## config.mk

```make
export PLATFORM = sky130hd
export DESIGN_NAME = evt_capture_unit
export DESIGN_NICKNAME = d
export VERILOG_FILES = /design/src/rtl/cap_pkg.sv /design/src/rtl/cap_sync.sv /design/src/rtl/cap_edge.sv /design/src/rtl/cap_store.sv /design/src/rtl/evt_capture_unit.sv
export SDC_FILE = /design/constraint.sdc
export NUM_CORES = 1
export LEC_CHECK = 0
export BUFFER_PORTS_ARGS = -buffer_cell sky130_fd_sc_hd__clkbuf_2
export CORE_ASPECT_RATIO = 1.5
export CORE_MARGIN = 1
export CORE_UTILIZATION = 30
export DETAILED_ROUTE_END_ITERATION = 10
export PLACE_DENSITY = 0.57
export SLEW_MARGIN = 20
export SYNTH_ARGS = -nofsm -noshare
export SYNTH_HDL_FRONTEND = slang
export SYNTH_SLANG_ARGS = --single-unit
```

## constraint.sdc

```tcl
create_clock -name clk -period 2.7 [get_ports clk]
set_clock_uncertainty 0.15 [all_clocks]
set_input_delay 0.27 -clock clk [delete_from_list [all_inputs] [get_ports clk]]
set_output_delay 0.27 -clock clk [all_outputs]
set_load 0.02 [all_outputs]
```

## src/rtl/cap_pkg.sv

```systemverilog
package cap_pkg;
  typedef enum logic [1:0] {
    CAP_OFF  = 2'd0,
    CAP_RISE = 2'd1,
    CAP_FALL = 2'd2,
    CAP_BOTH = 2'd3
  } cap_mode_e;
endpackage

```

## src/rtl/cap_sync.sv

```systemverilog
module cap_sync #(
  parameter int STAGES = 2
) (
  input  logic clk,
  input  logic rst,
  input  logic d,
  output logic q
);
  logic [STAGES-1:0] chain;

  generate
    if (STAGES == 1) begin : g_one
      always_ff @(posedge clk) begin
        if (rst) chain <= '0;
        else     chain <= d;
      end
    end else begin : g_many
      always_ff @(posedge clk) begin
        if (rst) chain <= '0;
        else     chain <= {chain[STAGES-2:0], d};
      end
    end
  endgenerate

  assign q = chain[STAGES-1];
endmodule

```

## src/rtl/cap_edge.sv

```systemverilog
module cap_edge
  import cap_pkg::*;
(
  input  logic      clk,
  input  logic      rst,
  input  logic      lvl,
  input  cap_mode_e mode,
  output logic      hit
);
  logic prev;

  always_ff @(posedge clk) begin
    if (rst) prev <= 1'b0;
    else     prev <= lvl;
  end

  always_comb begin
    unique case (mode)
      CAP_RISE: hit = lvl & ~prev;
      CAP_FALL: hit = ~lvl & prev;
      CAP_BOTH: hit = lvl ^ prev;
      default:  hit = 1'b0;
    endcase
  end
endmodule

```

## src/rtl/cap_store.sv

```systemverilog
module cap_store
  import cap_pkg::*;
#(
  parameter int CW    = 32,
  parameter int NSLOT = 2,
  localparam int NW   = $clog2(NSLOT + 1)
) (
  input  logic                clk,
  input  logic                rst,
  input  logic                hit,
  input  logic                dir_in,
  input  cap_mode_e           mode,
  input  logic                second,
  input  logic                clr,
  input  logic [CW-1:0]       counter,
  output logic [NSLOT*CW-1:0] slots,
  output logic                flag,
  output logic [NW-1:0]       held
);
  cap_mode_e mode_q;
  logic      arm;
  logic      take;
  logic [NW-1:0] flag_at;

  assign arm     = (mode_q == CAP_OFF) && (mode != CAP_OFF);
  assign take    = hit && dir_in && !clr && !arm && (held < NW'(NSLOT));
  assign flag_at = second ? NW'(NSLOT - 1) : NW'(0);

  always_ff @(posedge clk) begin
    if (rst) begin
      mode_q <= CAP_OFF;
      held   <= '0;
      flag   <= 1'b0;
    end else begin
      mode_q <= mode;
      if (clr || arm)  held <= '0;
      else if (take)   held <= held + NW'(1);
      if (clr)                          flag <= 1'b0;
      else if (take && held == flag_at) flag <= 1'b1;
    end
  end

  generate
    for (genvar i = 0; i < NSLOT; i++) begin : g_slot
      always_ff @(posedge clk) begin
        if (rst)                          slots[i*CW +: CW] <= '0;
        else if (take && held == NW'(i))  slots[i*CW +: CW] <= counter;
      end
    end
  endgenerate

  AST_HELD_MAX: assert property (@(posedge clk) disable iff (rst)
    held <= NW'(NSLOT));
  AST_NO_CAPT_OUTPUT: assert property (@(posedge clk) disable iff (rst)
    !dir_in |=> $stable(slots));
  AST_FULL_HOLD: assert property (@(posedge clk) disable iff (rst)
    (held == NW'(NSLOT)) && !clr && !arm |=> $stable(slots) && (held == NW'(NSLOT)));
  AST_CLR_REARM: assert property (@(posedge clk) disable iff (rst)
    clr |=> (held == '0) && !flag && $stable(slots));
  AST_ARM_REARM: assert property (@(posedge clk) disable iff (rst)
    arm && !clr |=> (held == '0));
  AST_OFF_IDLE: assert property (@(posedge clk) disable iff (rst)
    (mode == CAP_OFF) |=> $stable(slots));
  AST_FLAG_CAUSE: assert property (@(posedge clk) disable iff (rst)
    $rose(flag) |-> (held != '0));
endmodule

```

## src/rtl/evt_capture_unit.sv

```systemverilog
module evt_capture_unit
  import cap_pkg::*;
#(
  parameter int CW          = 32,
  parameter int SYNC_STAGES = 2
) (
  input  logic          clk,
  input  logic          rst,
  input  logic          evt_pin,
  input  logic          pin_is_input,
  input  logic [1:0]    cap_mode,
  input  logic          cap_on_second,
  input  logic          clr_status,
  input  logic [CW-1:0] count_value,
  output logic [CW-1:0] cap_first,
  output logic [CW-1:0] cap_second,
  output logic          cap_irq,
  output logic [1:0]    cap_held
);
  localparam int NSLOT = 2;

  cap_mode_e            mode_e;
  logic                 pin_s;
  logic                 hit;
  logic [NSLOT*CW-1:0]  slots;

  assign mode_e = cap_mode_e'(cap_mode);

  cap_sync #(.STAGES(SYNC_STAGES)) u_sync (
    .clk(clk), .rst(rst), .d(evt_pin), .q(pin_s)
  );

  cap_edge u_edge (
    .clk(clk), .rst(rst), .lvl(pin_s), .mode(mode_e), .hit(hit)
  );

  cap_store #(.CW(CW), .NSLOT(NSLOT)) u_store (
    .clk(clk), .rst(rst), .hit(hit), .dir_in(pin_is_input), .mode(mode_e),
    .second(cap_on_second), .clr(clr_status), .counter(count_value),
    .slots(slots), .flag(cap_irq), .held(cap_held)
  );

  assign cap_first  = slots[0 +: CW];
  assign cap_second = slots[CW +: CW];
endmodule

```

==> reports/qor.log, run 1 <==
[status] result of the run finished, violations left
[status] violated checks DRC
[synth] Adder-Cell Fraction of Synth Area 0.0166
[synth] number of distinct library cell variants in the gate-level netlist after synthesis 21
[sta] Slew Limit Fails 0
[routing] number of design-rule violations left by the first detailed-router iteration 50
[layout] signed area change from the synthesized netlist to the final layout 32.5%
[die] die outline area 10,500 sq um
[setup_path] Worst Setup End Kind flip-flop
[routing] DR pass1 iterations 7
[synth] fraction of synthesized cell area in xor and xnor cells 0.00290
[sta] portion of the clock cycle consumed by the worst path in the final layout 0.782
[setup_path] Crit Reg-Reg Startpoint u_sync.chain[1]$_SDFF_PP0_
[grt] global-route usage over all layers 0.129
[pwr] Pint 1960 uW
[layout] Filler cells 1,003
[hold_path] instance count along the most critical hold path 2
[run] number of maximum-capacitance constraint violations 0
[synth] fraction of the yosys area taken by sequential cells 0.477
[sta] Finish-stage setup viols 0
[grt] global-route wire length before repair 10.4 mm
[routing] final wirelength 6.45 mm
[pwr] part of the total power dissipated in sequential elements 0.432
[die] core footprint 9740 sq um
[setup_path] data required time of the worst path 2.77 ns
[pwr] switching share of power 0.217
[setup_path] gate family responsible for the most delay along the worst path simple AND/OR/NAND/NOR gates
[synth] Post-Synthesis Net Count 325
[sta] Tmin final 2.11 ns
[sta] setup TNS 0 ns
[clock_tree] Sinks on Clock Net 72
[setup_path] worst r2r path cells 7
[setup_path] largest incremental delay on the critical path 0.33 ns
[sta] final count of hold timing violations 0
[clock_tree] TritonCTS clock tree done
[sta] Slew HR 0.533
[hold_path] Worst Hold Class input port to flip-flop
[routing] Antenna Violating Nets Remaining 0
[synth] synthesized-area fraction occupied by and/or/nand/nor cells 0.237
[setup_path] Worst R2R Setup Slack 0.59 ns
[grt] antenna violations before repair 0
[pwr] leakage component of the power 0.00210 uW
[clock_tree] Clock Latency Late Sink 0.33 ns
[hold_path] end point of the worst hold path u_sync.chain[0]$_SDFF_PP0_
[setup_path] critical path buffer and inverter count 2
[place] Port-buffer cells 106
[pwr] power per standard cell area 627 nW/um^2
[routing] ratio of routed vias to standard cells 4.40
[die] starting density of the core 0.310
[clock_tree] clk buf depth 2
[layout] net total in the final layout 432
[layout] share of layout cells above drive strength 1 0.336
[synth] Mapped Avg Cell Area 10.7 sq um
[sta] transition time of the tightest slew-check pin 0.701 ns
[hold_path] start point of the worst min-delay path evt_pin
[sta] setup repair after global routing missed its margin no
[synth] multiplexer area fraction after synthesis 0.212
[routing] overall via count from detail_route 2,233
[sta] highest achievable clock rate 0.474 GHz
[setup_path] Slowest cell on crit path sky130_fd_sc_hd__dfxtp_1
[die] total I/O pin count 107
[pwr] proportion of power drawn by the clock network 0.503
[clock_tree] clock-pin slew of the registers on the worst-case setup and hold paths 0.06 ns
[grt] pin count of the biggest net entering global routing 56
[synth] number of flip-flops and latches in the synthesized netlist 72
[synth] Synth warnings 0
[layout] Diodes inserted 0
[clock_tree] CTS-repair resized insts 0
[die] Die Wd 83.9 um
[synth] number of instances in the synthesized netlist 281
[pwr] proportion of power drawn by combinational gates 0.064
[pwr] Power Total 2510 uW
[setup_path] data arrival time of the critical path 2.18 ns
[routing] DRC violation count after routing 9
[grt] vias in the first global route 2,198
[layout] utilization after layout 0.411
[synth] complex-gate fraction of the synthesized area 0.0137
[die] vertical die dimension 125 um
[die] placement row count 44
[synth] Mapped Area 3020 sq um
[place] last weighted congestion value of the routability-driven placer 0.705
[clock_tree] number of buffers added by the clock tree synthesis step 9
[setup_path] endpoint of the lowest-slack register-to-register path u_store.slots[55]$_SDFFE_PP0P_
[setup_path] cells traversed along the worst timing path inv_1, ha_1, and2_1, o21ai_1, nand4_4, buf_12, mux2i_1
[clock_tree] level count of the clock H-tree 3
[clock_tree] CTS Hold Buffers Added 0
[setup_path] path type of the worst setup path flip-flop to flip-flop
[clock_tree] setup repair bufs after CTS 0
[grt] aggregate global routing overflow 0
[synth] combinational family with the most area after synthesis simple AND/OR/NAND/NOR gates
[pwr] worst supply voltage drop on vdd 0.267 mV
[routing] detailed-route wire length per cell 12.7 um
[place] final HPWL from detailed placement 4.62 mm
[clock_tree] Clock Tree Root sky130_fd_sc_hd__clkbuf_16
[setup_path] Setup crit start kind flip-flop
[setup_path] maximum fanout along the worst path 21
[pwr] reported net switching power 544 uW
[cell type report]
| cell class | count | area (sq um) | area share |
|---|---|---|---|
| multi-input combinational | 188 | 1470 | 0.368 |
| sequential | 72 | 1440 | 0.360 |
| timing repair buffer | 113 | 608 | 0.152 |
| clock buffer | 9 | 225 | 0.0563 |
| tap | 115 | 144 | 0.0359 |
| clock inverter | 7 | 96.3 | 0.0241 |
| inverter | 4 | 15.0 | 0.00375 |
[synthesized netlist by cell type, drive strengths merged]
cell | instances | area (sq um)
buf | 6 | 67.6
nor2b | 4 | 25.0
nand2 | 1 | 3.75
a21oi | 3 | 15.0
nor4b | 1 | 23.8
ha | 4 | 50.1
mux2i | 64 | 641
nand4 | 2 | 25.0
nand2b | 96 | 601
nor3 | 1 | 5.00
nor2 | 4 | 15.0
dfxtp | 72 | 1440
a21o | 1 | 7.51
and2 | 1 | 6.26
a41oi | 1 | 8.76
xnor2 | 1 | 8.76
nand3 | 2 | 10.0
clkbuf | 11 | 41.3
inv | 4 | 15.0
o21ai | 2 | 10.0
[state kept, by name, summed over array words and instances, names as in the netlist]
register	flops
u_store.slots	64
u_edge.prev	1
u_store.flag	1
u_sync.chain	2
u_store.mode_q	2
u_store.held	2
[worst register-to-register path, cell delays in order, from the launching register on]
cell and delay [ns]:
sky130_fd_sc_hd__dfxtp_1 0.33, sky130_fd_sc_hd__inv_1 0.06, sky130_fd_sc_hd__ha_1 0.28, sky130_fd_sc_hd__and2_1 0.15
sky130_fd_sc_hd__o21ai_1 0.26, sky130_fd_sc_hd__nand4_4 0.33, sky130_fd_sc_hd__buf_12 0.30, sky130_fd_sc_hd__mux2i_1 0.15
[stage by stage]
step	area (sq um)	instances	setup WS (ns)	hold slack, ns
floorplan	3020	281	0.755	0.199
global placement	3680	492	0.602	0.304
detailed placement	3680	492	0.566	0.294
CTS	4000	508	0.555	0.0112
global route	4000	508	0.454	0.0333
finish	4000	508	0.588	0.0225
[power groups by stage]
| stage | clock network [uW] | registers (uW) | logic, uW |
|---|---|---|---|
| final | 1260 | 1080 | 162 |
| after global routing | 1340 | 1090 | 177 |
| after detailed placement | 0 | 1110 | 166 |
| after global placement | 0 | 1110 | 164 |
| after CTS | 1310 | 1080 | 166 |
| after floorplan | 0 | 1120 | 85.8 |
[per-layer routing]
metal / routed length [um] / track usage
met4: 141 / 0.0649
met1: 2600 / 0.135
met5: 0 / 0
met2: 3410 / 0.231
met3: 297 / 0.0358
[cells in the final DEF, fill, tap and decap left out]
master	count
sky130_fd_sc_hd__nor3_1	1
sky130_fd_sc_hd__xnor2_1	1
sky130_fd_sc_hd__and2_1	1
sky130_fd_sc_hd__nand4_4	2
sky130_fd_sc_hd__mux2i_1	64
sky130_fd_sc_hd__nor2b_1	4
sky130_fd_sc_hd__clkbuf_2	106
sky130_fd_sc_hd__buf_4	5
sky130_fd_sc_hd__a41oi_1	1
sky130_fd_sc_hd__buf_12	2
sky130_fd_sc_hd__o21ai_0	1
sky130_fd_sc_hd__nand2_1	1
sky130_fd_sc_hd__a21oi_1	3
sky130_fd_sc_hd__clkinv_4	1
sky130_fd_sc_hd__dfxtp_1	72
sky130_fd_sc_hd__o21ai_1	1
sky130_fd_sc_hd__nor2_1	4
sky130_fd_sc_hd__clkinvlp_4	3
sky130_fd_sc_hd__bufinv_16	2
sky130_fd_sc_hd__inv_1	4
sky130_fd_sc_hd__a21o_1	1
sky130_fd_sc_hd__nand3_1	2
sky130_fd_sc_hd__clkbuf_16	9
sky130_fd_sc_hd__ha_1	4
sky130_fd_sc_hd__clkinv_2	1
sky130_fd_sc_hd__nor4b_4	1
sky130_fd_sc_hd__nand2b_1	96
[cell families after synthesis]
family | count (synthesis)
mux | 64
fa+ha+maj | 4
xor+xnor | 1
simple gates | 112
flops | 72
buf+inv | 21
compound gates | 7
[how the worst max path moves through the flow]
stage | endpoint | cells past startpoint | slack, ns | start
after floorplan | u_store.slots[0]$_SDFFE_PP0P_ | 7 | 0.76 | u_sync.chain[1]$_SDFF_PP0_
after detailed placement | u_store.slots[41]$_SDFFE_PP0P_ | 7 | 0.57 | u_sync.chain[1]$_SDFF_PP0_
after global placement | u_store.slots[62]$_SDFFE_PP0P_ | 7 | 0.60 | u_sync.chain[1]$_SDFF_PP0_
after global routing | u_store.slots[40]$_SDFFE_PP0P_ | 7 | 0.45 | u_sync.chain[1]$_SDFF_PP0_
after CTS | u_store.slots[41]$_SDFFE_PP0P_ | 7 | 0.55 | u_sync.chain[1]$_SDFF_PP0_
final | u_store.slots[55]$_SDFFE_PP0P_ | 7 | 0.59 | u_sync.chain[1]$_SDFF_PP0_
(Power assumes the default switching activity.)
==> run 2, diff against run 1 <==
--- a/config.mk
+++ b/config.mk
@@ -10,7 +10,7 @@
 export CORE_MARGIN = 1
 export CORE_UTILIZATION = 30
 export DETAILED_ROUTE_END_ITERATION = 10
-export PLACE_DENSITY = 0.57
+export PLACE_DENSITY = 0.59
 export SLEW_MARGIN = 20
 export SYNTH_ARGS = -nofsm -noshare
 export SYNTH_HDL_FRONTEND = slang
==> constraint.sdc (replaced) <==
create_clock -name clk -period 1.9 [get_ports clk]
set_clock_uncertainty 0.15 [all_clocks]
set_input_delay 0.19 -clock clk [delete_from_list [all_inputs] [get_ports clk]]
set_output_delay 0.19 -clock clk [all_outputs]
set_load 0.02 [all_outputs]
==> reports/qor.log, run 2 (same netlist as run 1, synthesis figures left out) <==
[status] result of the run finished, violations left
[status] violated checks DRC
[grt] global-route usage over all layers 0.141
[die] Die Wd 83.9 um
[routing] DRC violation count after routing 10
[sta] setup repair after global routing missed its margin yes
[sta] Slew Limit Fails 0
[setup_path] worst r2r path cells 8
[setup_path] Setup crit start kind flip-flop
[place] last weighted congestion value of the routability-driven placer 0.684
[pwr] switching share of power 0.222
[layout] Largest register FFs 64
[setup_path] endpoint of the lowest-slack register-to-register path u_store.slots[27]$_SDFFE_PP0P_
[die] die outline area 10,500 sq um
[setup_path] Worst setup endpoint u_store.slots[27]$_SDFFE_PP0P_
[place] Port-buffer cells 106
[clock_tree] TritonCTS clock tree done
[routing] final wirelength 7.23 mm
[grt] pin count of the biggest net entering global routing 104
[clock_tree] clk buf depth 2
[pwr] reported net switching power 818 uW
[setup_path] CP startpoint u_sync.chain[1]$_SDFF_PP0_
[sta] portion of the clock cycle consumed by the worst path in the final layout 0.964
[clock_tree] Clock Latency Late Sink 0.33 ns
[clock_tree] clock-pin slew of the registers on the worst-case setup and hold paths 0.06 ns
[routing] Antenna Violating Nets Remaining 0
[layout] share of layout cells above drive strength 1 0.333
[clock_tree] level count of the clock H-tree 3
[grt] global-route wire length before repair 11.5 mm
[grt] aggregate global routing overflow 0
[pwr] worst supply voltage drop on vdd 0.503 mV
[routing] overall via count from detail_route 2,424
[clock_tree] Clock Tree Root sky130_fd_sc_hd__clkbuf_16
[sta] highest achievable clock rate 0.546 GHz
[layout] area of the multi-input gates 1480 sq um
[hold_path] Worst Hold Class input port to flip-flop
[setup_path] Worst Setup End Kind flip-flop
[layout] largest reg by FF count u_store.slots
[clock_tree] number of buffers added by the clock tree synthesis step 9
[sta] worst hold slack 0.00342 ns
[pwr] proportion of power drawn by the clock network 0.498
[die] vertical die dimension 125 um
[sta] final count of hold timing violations 0
[die] starting density of the core 0.310
[sta] Slew HR 0.762
[layout] Diodes inserted 0
[layout] Filler cells 908
[setup_path] path type of the worst setup path flip-flop to flip-flop
[pwr] part of the total power dissipated in sequential elements 0.418
[place] final HPWL from detailed placement 4.76 mm
[clock_tree] Sinks on Clock Net 72
[layout] final instance area 4470 sq um
[pwr] power per standard cell area 824 nW/um^2
[routing] number of design-rule violations left by the first detailed-router iteration 92
[layout] top library cells by usage in the layout, fill and taps aside 105 x sky130_fd_sc_hd__clkbuf_2, 96 x sky130_fd_sc_hd__nand2b_1, 71 x sky130_fd_sc_hd__dfxtp_1
[place] area of placed instances 3680 sq um
[grt] vias in the first global route 2,450
[sta] Finish-stage setup viols 0
[setup_path] data arrival time of the critical path 1.91 ns
[setup_path] Worst R2R Setup Slack 0.07 ns
[sta] transition time of the tightest slew-check pin 0.355 ns
[routing] ratio of routed vias to standard cells 4.42
[die] core footprint 9740 sq um
[sta] worst-case setup margin in the final layout 0.0687 ns
[pwr] proportion of power drawn by combinational gates 0.083
[layout] most common cell after layout, fill and taps aside sky130_fd_sc_hd__clkbuf_2
[pwr] leakage component of the power 0.00231 uW
[layout] signed area change from the synthesized netlist to the final layout 48.0%
[setup_path] data required time of the worst path 1.97 ns
[sta] Tmin final 1.83 ns
[die] placement row count 44
[run] number of maximum-capacitance constraint violations 0
[grt] antenna violations before repair 0
[routing] DR pass1 iterations 7
[die] total I/O pin count 107
[setup_path] Crit Reg-Reg Startpoint u_sync.chain[1]$_SDFF_PP0_
[place] pre-CTS setup slack 0.0278 ns
[setup_path] maximum fanout along the worst path 7
[layout] net total in the final layout 472
[pwr] Pint 2870 uW
[routing] detailed-route wire length per cell 13.2 um
[layout] Reg area 1440 sq um
## run 2: layout make-up
class	instances	area share
multi-input combinational	188	0.331
timing repair buffer	153	0.237
clock inverter	7	0.0227
tap	115	0.0322
clock buffer	9	0.0504
inverter	4	0.00336
sequential	72	0.323
## run 2: metal layers
layer  part of all wire  GRT usage  vias to the layer above  wire, um
met4              0.021     0.0730                        0       153
met3              0.041     0.0358                       13       295
li1                   -          -                     1224         -
met1               0.39      0.146                     1128      2820
met2               0.55      0.259                       59      3950
met5                  0          0                        -         0
## run 2: stage by stage
stage | setup TNS, ns | util | total power (uW) | std cells
after floorplan | 0 | - | 1710 | 281
after global placement | 0 | 0.377 | 1810 | 495
after detailed placement | 0 | 0.377 | 1810 | 495
after CTS | 0 | 0.445 | 3720 | 544
after global routing | -0.0743 | 0.459 | 3830 | 548
final | 0 | 0.459 | 3680 | 548
## run 2: worst min-delay path by stage
stage	startpoint	to	cells after the start
5_1_grt	count_value[4]	u_store.slots[36]$_SDFFE_PP0P_	3
3_5_place_dp	evt_pin	u_sync.chain[0]$_SDFF_PP0_	2
4_1_cts	count_value[7]	u_store.slots[39]$_SDFFE_PP0P_	3
6_report	count_value[7]	u_store.slots[39]$_SDFFE_PP0P_	3
3_3_place_gp	evt_pin	u_sync.chain[0]$_SDFF_PP0_	2
2_1_floorplan	clr_status	u_store.flag$_SDFFE_PP0P_	1
## run 2: worst max-delay path, stage by stage, from the launching register on
cell	delay, ns
sky130_fd_sc_hd__dfxtp_2	0.33
sky130_fd_sc_hd__inv_2	0.04
sky130_fd_sc_hd__ha_1	0.27
sky130_fd_sc_hd__and2_4	0.15
sky130_fd_sc_hd__o21ai_4	0.20
sky130_fd_sc_hd__nand4_4	0.14
sky130_fd_sc_hd__buf_6	0.16
sky130_fd_sc_hd__buf_12	0.13
sky130_fd_sc_hd__mux2i_2	0.14
## run 2: power groups by stage
stage	clock network, uW	logic (uW)	registers (uW)
after floorplan	0	123	1590
after global placement	0	232	1570
after detailed placement	0	234	1570
after CTS	1890	288	1540
after global routing	1950	334	1540
final	1840	307	1540
## run 2: what timing repair did
item | CTS | global route
endpoints found under the hold margin | 61 | 0
resized for setup | 0 | 19
setup endpoints to repair | 0 | 56
hold buffers | 33 | 0
buffers inserted | 0 | 2
